File: src/rtl/bms_pkg.sv
package bms_pkg;

    typedef enum logic [1:0] {
        PH_FILL  = 2'd0,
        PH_PASS1 = 2'd1,
        PH_PASS2 = 2'd2,
        PH_DRAIN = 2'd3
    } phase_e;

    // Number of bits needed to encode a rotation distance for an n-bit vector.
    function automatic int amt_bits(input int n);
        return (n > 1) ? $clog2(n) : 1;
    endfunction

endpackage

File: src/rtl/bms_rot.sv
module bms_rot #(
    parameter int N  = 8,
    parameter int KW = bms_pkg::amt_bits(N)
) (
    input  logic [N-1:0]  vec_i,
    input  logic          left_i,
    input  logic [KW-1:0] amt_i,
    output logic [N-1:0]  vec_o
);

    // Rotation as an index remap: left by k takes element (j-k) mod N.
    always_comb begin
        for (int j = 0; j < N; j++) begin
            if (left_i) begin
                vec_o[j] = vec_i[(j + N - int'(amt_i)) % N];
            end else begin
                vec_o[j] = vec_i[(j + int'(amt_i)) % N];
            end
        end
    end

endmodule

File: src/rtl/bms_plane_pass.sv
module bms_plane_pass #(
    parameter int N    = 8,
    parameter bit COLS = 1'b0,
    parameter int KW   = bms_pkg::amt_bits(N),
    parameter int CW   = KW + 1
) (
    input  logic [N*N-1:0]  mat_i,
    input  logic [N*CW-1:0] ctl_i,
    input  logic            invert_i,
    output logic [N*N-1:0]  mat_o
);

    for (genvar ln = 0; ln < N; ln++) begin : g_lane
        logic [N-1:0] lane_vec;
        logic [N-1:0] lane_rot;
        logic         lane_left;

        // Selector 0 means left in the forward direction; invert flips it.
        assign lane_left = ~(ctl_i[ln*CW + CW - 1] ^ invert_i);

        if (COLS) begin : g_col
            for (genvar r = 0; r < N; r++) begin : g_bit
                assign lane_vec[r]        = mat_i[r*N + ln];
                assign mat_o[r*N + ln]    = lane_rot[r];
            end
        end else begin : g_row
            assign lane_vec           = mat_i[ln*N +: N];
            assign mat_o[ln*N +: N]   = lane_rot;
        end

        bms_rot #(.N(N), .KW(KW)) u_rot (
            .vec_i  (lane_vec),
            .left_i (lane_left),
            .amt_i  (ctl_i[ln*CW +: KW]),
            .vec_o  (lane_rot)
        );
    end

endmodule

File: src/rtl/bms_chaos_gen.sv
module bms_chaos_gen #(
    parameter int          XW           = 16,
    parameter int          OW           = 8,
    parameter int unsigned DEFAULT_SEED = 32'h5A3C
) (
    input  logic          clk,
    input  logic          rst_n,
    input  logic          load_i,
    input  logic [XW-1:0] seed_i,
    input  logic          step_i,
    output logic [OW-1:0] ctl_o,
    output logic [XW-1:0] state_o
);

    localparam int            PW     = 2*XW + 1;
    localparam logic [XW-1:0] DFLT   = XW'(DEFAULT_SEED);
    localparam logic [XW-1:0] STUCK  = XW'(3) << (XW - 2);
    localparam logic [XW-1:0] MAXV   = {XW{1'b1}};
    localparam logic [XW:0]   ONE    = {1'b1, {XW{1'b0}}};

    typedef struct packed {
        logic [XW-1:0] x;
    } gen_t;

    gen_t gen_d, gen_q;

    function automatic logic [XW-1:0] scrub(input logic [XW-1:0] v);
        return ((v == '0) || (v == STUCK)) ? DFLT : v;
    endfunction

    function automatic logic [XW-1:0] map_step(input logic [XW-1:0] v);
        logic [PW-1:0] prod;
        logic [PW-1:0] scaled;
        prod   = PW'(v) * PW'(ONE - {1'b0, v});
        scaled = prod >> (XW - 2);
        if (scaled > PW'(MAXV)) begin
            return scrub(MAXV);
        end
        return scrub(scaled[XW-1:0]);
    endfunction

    always_comb begin
        gen_d = gen_q;
        if (load_i) begin
            gen_d.x = scrub(seed_i);
        end else if (step_i) begin
            gen_d.x = map_step(gen_q.x);
        end
    end

    always_ff @(posedge clk or negedge rst_n) begin
        if (!rst_n) begin
            gen_q <= '{x: DFLT};
        end else begin
            gen_q <= gen_d;
        end
    end

    assign ctl_o   = gen_q.x[XW-1 -: OW];
    assign state_o = gen_q.x;

endmodule

File: src/rtl/bitmat_scrambler.sv
module bitmat_scrambler #(
    parameter int          N            = 8,
    parameter int          XW           = 16,
    parameter int unsigned DEFAULT_SEED = 32'h5A3C
) (
    input  logic          clk,
    input  logic          rst_n,
    input  logic          seed_load,
    input  logic [XW-1:0] seed_val,
    input  logic          decrypt,
    input  logic          in_valid,
    output logic          in_ready,
    input  logic [N-1:0]  in_data,
    output logic          out_valid,
    input  logic          out_ready,
    output logic [N-1:0]  out_data
);
    import bms_pkg::*;

    localparam int KW   = amt_bits(N);
    localparam int CW   = KW + 1;
    localparam int GW   = 2 * CW;
    localparam int CNTW = amt_bits(N);
    localparam logic [CNTW-1:0] LAST = CNTW'(N - 1);

    typedef struct packed {
        phase_e            phase;
        logic [CNTW-1:0]   cnt;
        logic [N*N-1:0]    mat;
        logic [N*CW-1:0]   ctl_row;
        logic [N*CW-1:0]   ctl_col;
        logic              dec;
    } core_t;

    core_t core_d, core_q;

    logic            accept;
    logic [GW-1:0]   gen_ctl;
    logic [XW-1:0]   gen_x;
    logic [N*N-1:0]  row_res;
    logic [N*N-1:0]  col_res;

    bms_chaos_gen #(
        .XW           (XW),
        .OW           (GW),
        .DEFAULT_SEED (DEFAULT_SEED)
    ) u_gen (
        .clk     (clk),
        .rst_n   (rst_n),
        .load_i  (seed_load),
        .seed_i  (seed_val),
        .step_i  (accept),
        .ctl_o   (gen_ctl),
        .state_o (gen_x)
    );

    bms_plane_pass #(.N(N), .COLS(1'b0), .KW(KW), .CW(CW)) u_rows (
        .mat_i    (core_q.mat),
        .ctl_i    (core_q.ctl_row),
        .invert_i (core_q.dec),
        .mat_o    (row_res)
    );

    bms_plane_pass #(.N(N), .COLS(1'b1), .KW(KW), .CW(CW)) u_cols (
        .mat_i    (core_q.mat),
        .ctl_i    (core_q.ctl_col),
        .invert_i (core_q.dec),
        .mat_o    (col_res)
    );

    always_comb begin
        core_d    = core_q;
        in_ready  = (core_q.phase == PH_FILL) && !seed_load;
        accept    = in_valid && in_ready;
        out_valid = (core_q.phase == PH_DRAIN);
        out_data  = core_q.mat[int'(core_q.cnt)*N +: N];

        if (seed_load) begin
            core_d.phase = PH_FILL;
            core_d.cnt   = '0;
            core_d.dec   = decrypt;
        end else begin
            unique case (core_q.phase)
                PH_FILL: begin
                    if (accept) begin
                        core_d.mat[int'(core_q.cnt)*N +: N]      = in_data;
                        core_d.ctl_row[int'(core_q.cnt)*CW +: CW] = gen_ctl[GW-1 -: CW];
                        core_d.ctl_col[int'(core_q.cnt)*CW +: CW] = gen_ctl[CW-1:0];
                        if (core_q.cnt == LAST) begin
                            core_d.phase = PH_PASS1;
                            core_d.cnt   = '0;
                        end else begin
                            core_d.cnt = core_q.cnt + CNTW'(1);
                        end
                    end
                end
                PH_PASS1: begin
                    core_d.mat   = core_q.dec ? col_res : row_res;
                    core_d.phase = PH_PASS2;
                end
                PH_PASS2: begin
                    core_d.mat   = core_q.dec ? row_res : col_res;
                    core_d.phase = PH_DRAIN;
                    core_d.cnt   = '0;
                end
                PH_DRAIN: begin
                    if (out_ready) begin
                        if (core_q.cnt == LAST) begin
                            core_d.phase = PH_FILL;
                            core_d.cnt   = '0;
                        end else begin
                            core_d.cnt = core_q.cnt + CNTW'(1);
                        end
                    end
                end
                default: core_d.phase = PH_FILL;
            endcase
        end
    end

    always_ff @(posedge clk or negedge rst_n) begin
        if (!rst_n) begin
            core_q <= '{phase: PH_FILL, cnt: '0, mat: '0,
                        ctl_row: '0, ctl_col: '0, dec: 1'b0};
        end else begin
            core_q <= core_d;
        end
    end

endmodule

File: config.mk
export PLATFORM = sky130hd
export DESIGN_NAME = bitmat_scrambler
export DESIGN_NICKNAME = d
export VERILOG_FILES = /design/src/rtl/bms_pkg.sv /design/src/rtl/bms_rot.sv /design/src/rtl/bms_plane_pass.sv /design/src/rtl/bms_chaos_gen.sv /design/src/rtl/bitmat_scrambler.sv
export SDC_FILE = /design/constraint.sdc
export NUM_CORES = 2
export LEC_CHECK = 0
export ABC_AREA = 1
export CAP_MARGIN = 10
export CELL_PAD_IN_SITES_DETAIL_PLACEMENT = 0
export CELL_PAD_IN_SITES_GLOBAL_PLACEMENT = 1
export CORE_MARGIN = 2
export CORE_UTILIZATION = 50
export CTS_CLUSTER_DIAMETER = 150
export DETAILED_ROUTE_END_ITERATION = 12
export HOLD_SLACK_MARGIN = 0.15
export PLACE_DENSITY_LB_ADDON = 0.1
export SLEW_MARGIN = 40
export SYNTH_ARGS = -nofsm -noshare
export SYNTH_HDL_FRONTEND = slang
export SYNTH_HIERARCHICAL = 1
export SYNTH_SLANG_ARGS = --single-unit
File: constraint.sdc
create_clock -name clk -period 12.05 [get_ports clk]
set_input_delay 3.615 -clock clk [delete_from_list [all_inputs] [get_ports clk]]
set_output_delay 3.615 -clock clk [all_outputs]
set_load 0.05 [all_outputs]
==> flow_metrics.py <==
metrics = {
    "floorplan": {
        "die_area_um2": 67800,
        "core_area_um2": 65400,
        "ioPinCount": 40,
        "initial_core_util_pct": 50.3,
        "rows": 94,
        "fp.dieW_um": 260,
        "chipHeight_um": 260,
    },
    "cells_and_area": {
        "fin_nets": 5859,
        "diodes": 0,
        "drive_gt1_share_pct": 7.12,
        "syn_to_final_growth_pct": 2.24,
    },
    "run": {
        "maxCapViolations": 0,
    },
    "clocking": {
        "cts_hold_buf": 0,
        "clk_latency_ps": 510,
        "cts_tree": "yes",
        "cts_buffers": 17,
        "cts_setup_buffers": 0,
        "cts_resized": 0,
        "cts-root-buf": "clkbuf_16",
        "cts_sinks": 150,
        "clock_path_buffers": 2,
        "cts.clk_slew.worst_paths_ps": 70,
        "htree_levels": 4,
    },
    "routing": {
        "routedWlPerCell_um": 19.5,
        "dr.pass1.iters": 8,
        "routed_via_density": 5.71,
        "antenna_left": 0,
        "drcViolationCount": 0,
        "via_count": 36100,
        "drt_iter0_drc": 4142,
        "wirelength_um": 124000,
    },
    "sta": {
        "fin_tns_setup_ps": 0,
        "period_share_pct": 72.7,
        "fmaxAchievable_ghz": 0.114,
        "timing.final.hold_violations": 0,
        "fin_crit_ps": 8760,
        "finClkSkew_ps": 14.0,
        "slew_viol_final": 0,
        "setup_viol": 0,
        "maxSlewHeadroom_pct": 39.8,
        "tightest_slew_ps": 903,
        "rsz0062_at_grt": "no",
    },
    "synth": {
        "ys_warn_count": 6,
        "avgSynthCellArea_um2": 5.89,
        "syn_inst": 5579,
        "synthesis.area_um2": 32900,
    },
    "worst_setup_path": {
        "crit_path_top_delay_cell": "clkdlybuf4s50_1",
        "worst_path_most_repeated_cell": "clkdlybuf4s50_1",
        "path_delay_family": "buffers and inverters",
        "max_stage_delay_ps": 800,
        "worstSetupStartpoint": "seed_load",
        "worstReg2RegStart": "u_gen/state_o[1]",
        "worst-path-buf-inv": 3,
        "criticalPathCategory": "in -> out",
        "crit_path_start_kind": "primary input",
        "cp_max_fo": 12,
        "arrival_ps": 5150,
        "crit_chain": "clkdlybuf4s50_1, buf_4, nor2_1, clkdlybuf4s50_1",
        "worstSetupEndpointType": "output pin",
        "crit_required_ps": 8430,
    },
    "global_route": {
        "grt_pass1_vias": 32600,
        "grt_pass1_wl_um": 191000,
        "grt-ovfl-total": 0,
        "grtUsageTotal_pct": 36.6,
        "antenna_found_initial": 0,
        "grt_start_max_net_pins": 93,
    },
    "placement": {
        "place_congestion": 0.957,
        "port_buffers": 39,
        "hpwlAfterDp_um": 96800,
    },
    "run_status": {
        "status": "completed",
    },
    "min_path": {
        "hp-class": "reg -> reg",
    },
}
==> through the flow <==
stage | setup slack, ps | hold WS (ps) | cells | area, µm² | util (%)
global placement | 3270 | 481 | 6292 | 33000 | 50.4
floorplan | 4170 | 464 | 5592 | 32900 | -
global route | 3050 | 537 | 6324 | 33600 | 51.4
detailed placement | 3280 | 487 | 6293 | 33000 | 50.5
finish | 3290 | 509 | 6324 | 33600 | 51.4
CTS | 3280 | 505 | 6324 | 33600 | 51.4
==> tightest hold or removal path: stages, from the launching register on <==
cell and delay (ps):
dfrtp_1 370, nand2_1 60, nand2_1 50
==> layout make-up <==
| cell class | count | area [µm²] |
|---|---|---|
| sequential | 150 | 3770 |
| inverter | 733 | 3040 |
| tap | 864 | 1080 |
| timing repair buffer | 61 | 581 |
| clock buffer | 19 | 443 |
| clock inverter | 12 | 165 |
| multi-input combinational | 4485 | 24500 |
| fill | 7112 | 31800 |
==> placed cells by master (no fill, tap or decap), drive strengths merged, types with 7 or more instances in the layout <==
master         count
conb              15
o21bai             7
inv              734
fa               207
o211ai            20
clkbuf            19
ha               174
nor2             388
nand3b            11
buf               23
nand2           2134
nand3           1235
nor3              33
o21a               8
o21ai            129
a21oi             98
dfstp              8
clkdlybuf4s50     38
dfrtp            142
==> layer usage <==
metal	track usage (%)	wire (µm)	vias to the layer above
met5	0	0	-
met4	13.2	4530	0
met3	4.66	9830	193
met2	56.2	54200	1578
met1	52.5	54900	17000
li1	-	-	17400
==> path summary, 6_finish.rpt <==
kind	to	slack [ps]	cells after the start
max	in_ready	3290	4
min	register	510	2
max reg2reg	u_gen/state_o[15]	3530	35
min reg2reg	register	510	2
max in group asynchronous	core_q[0]	7720	2
min in group asynchronous	core_q[104]	3070	1
Power is not shown: default switching activity piles up to over one toggle a cycle in this logic, so the estimate is an artifact.
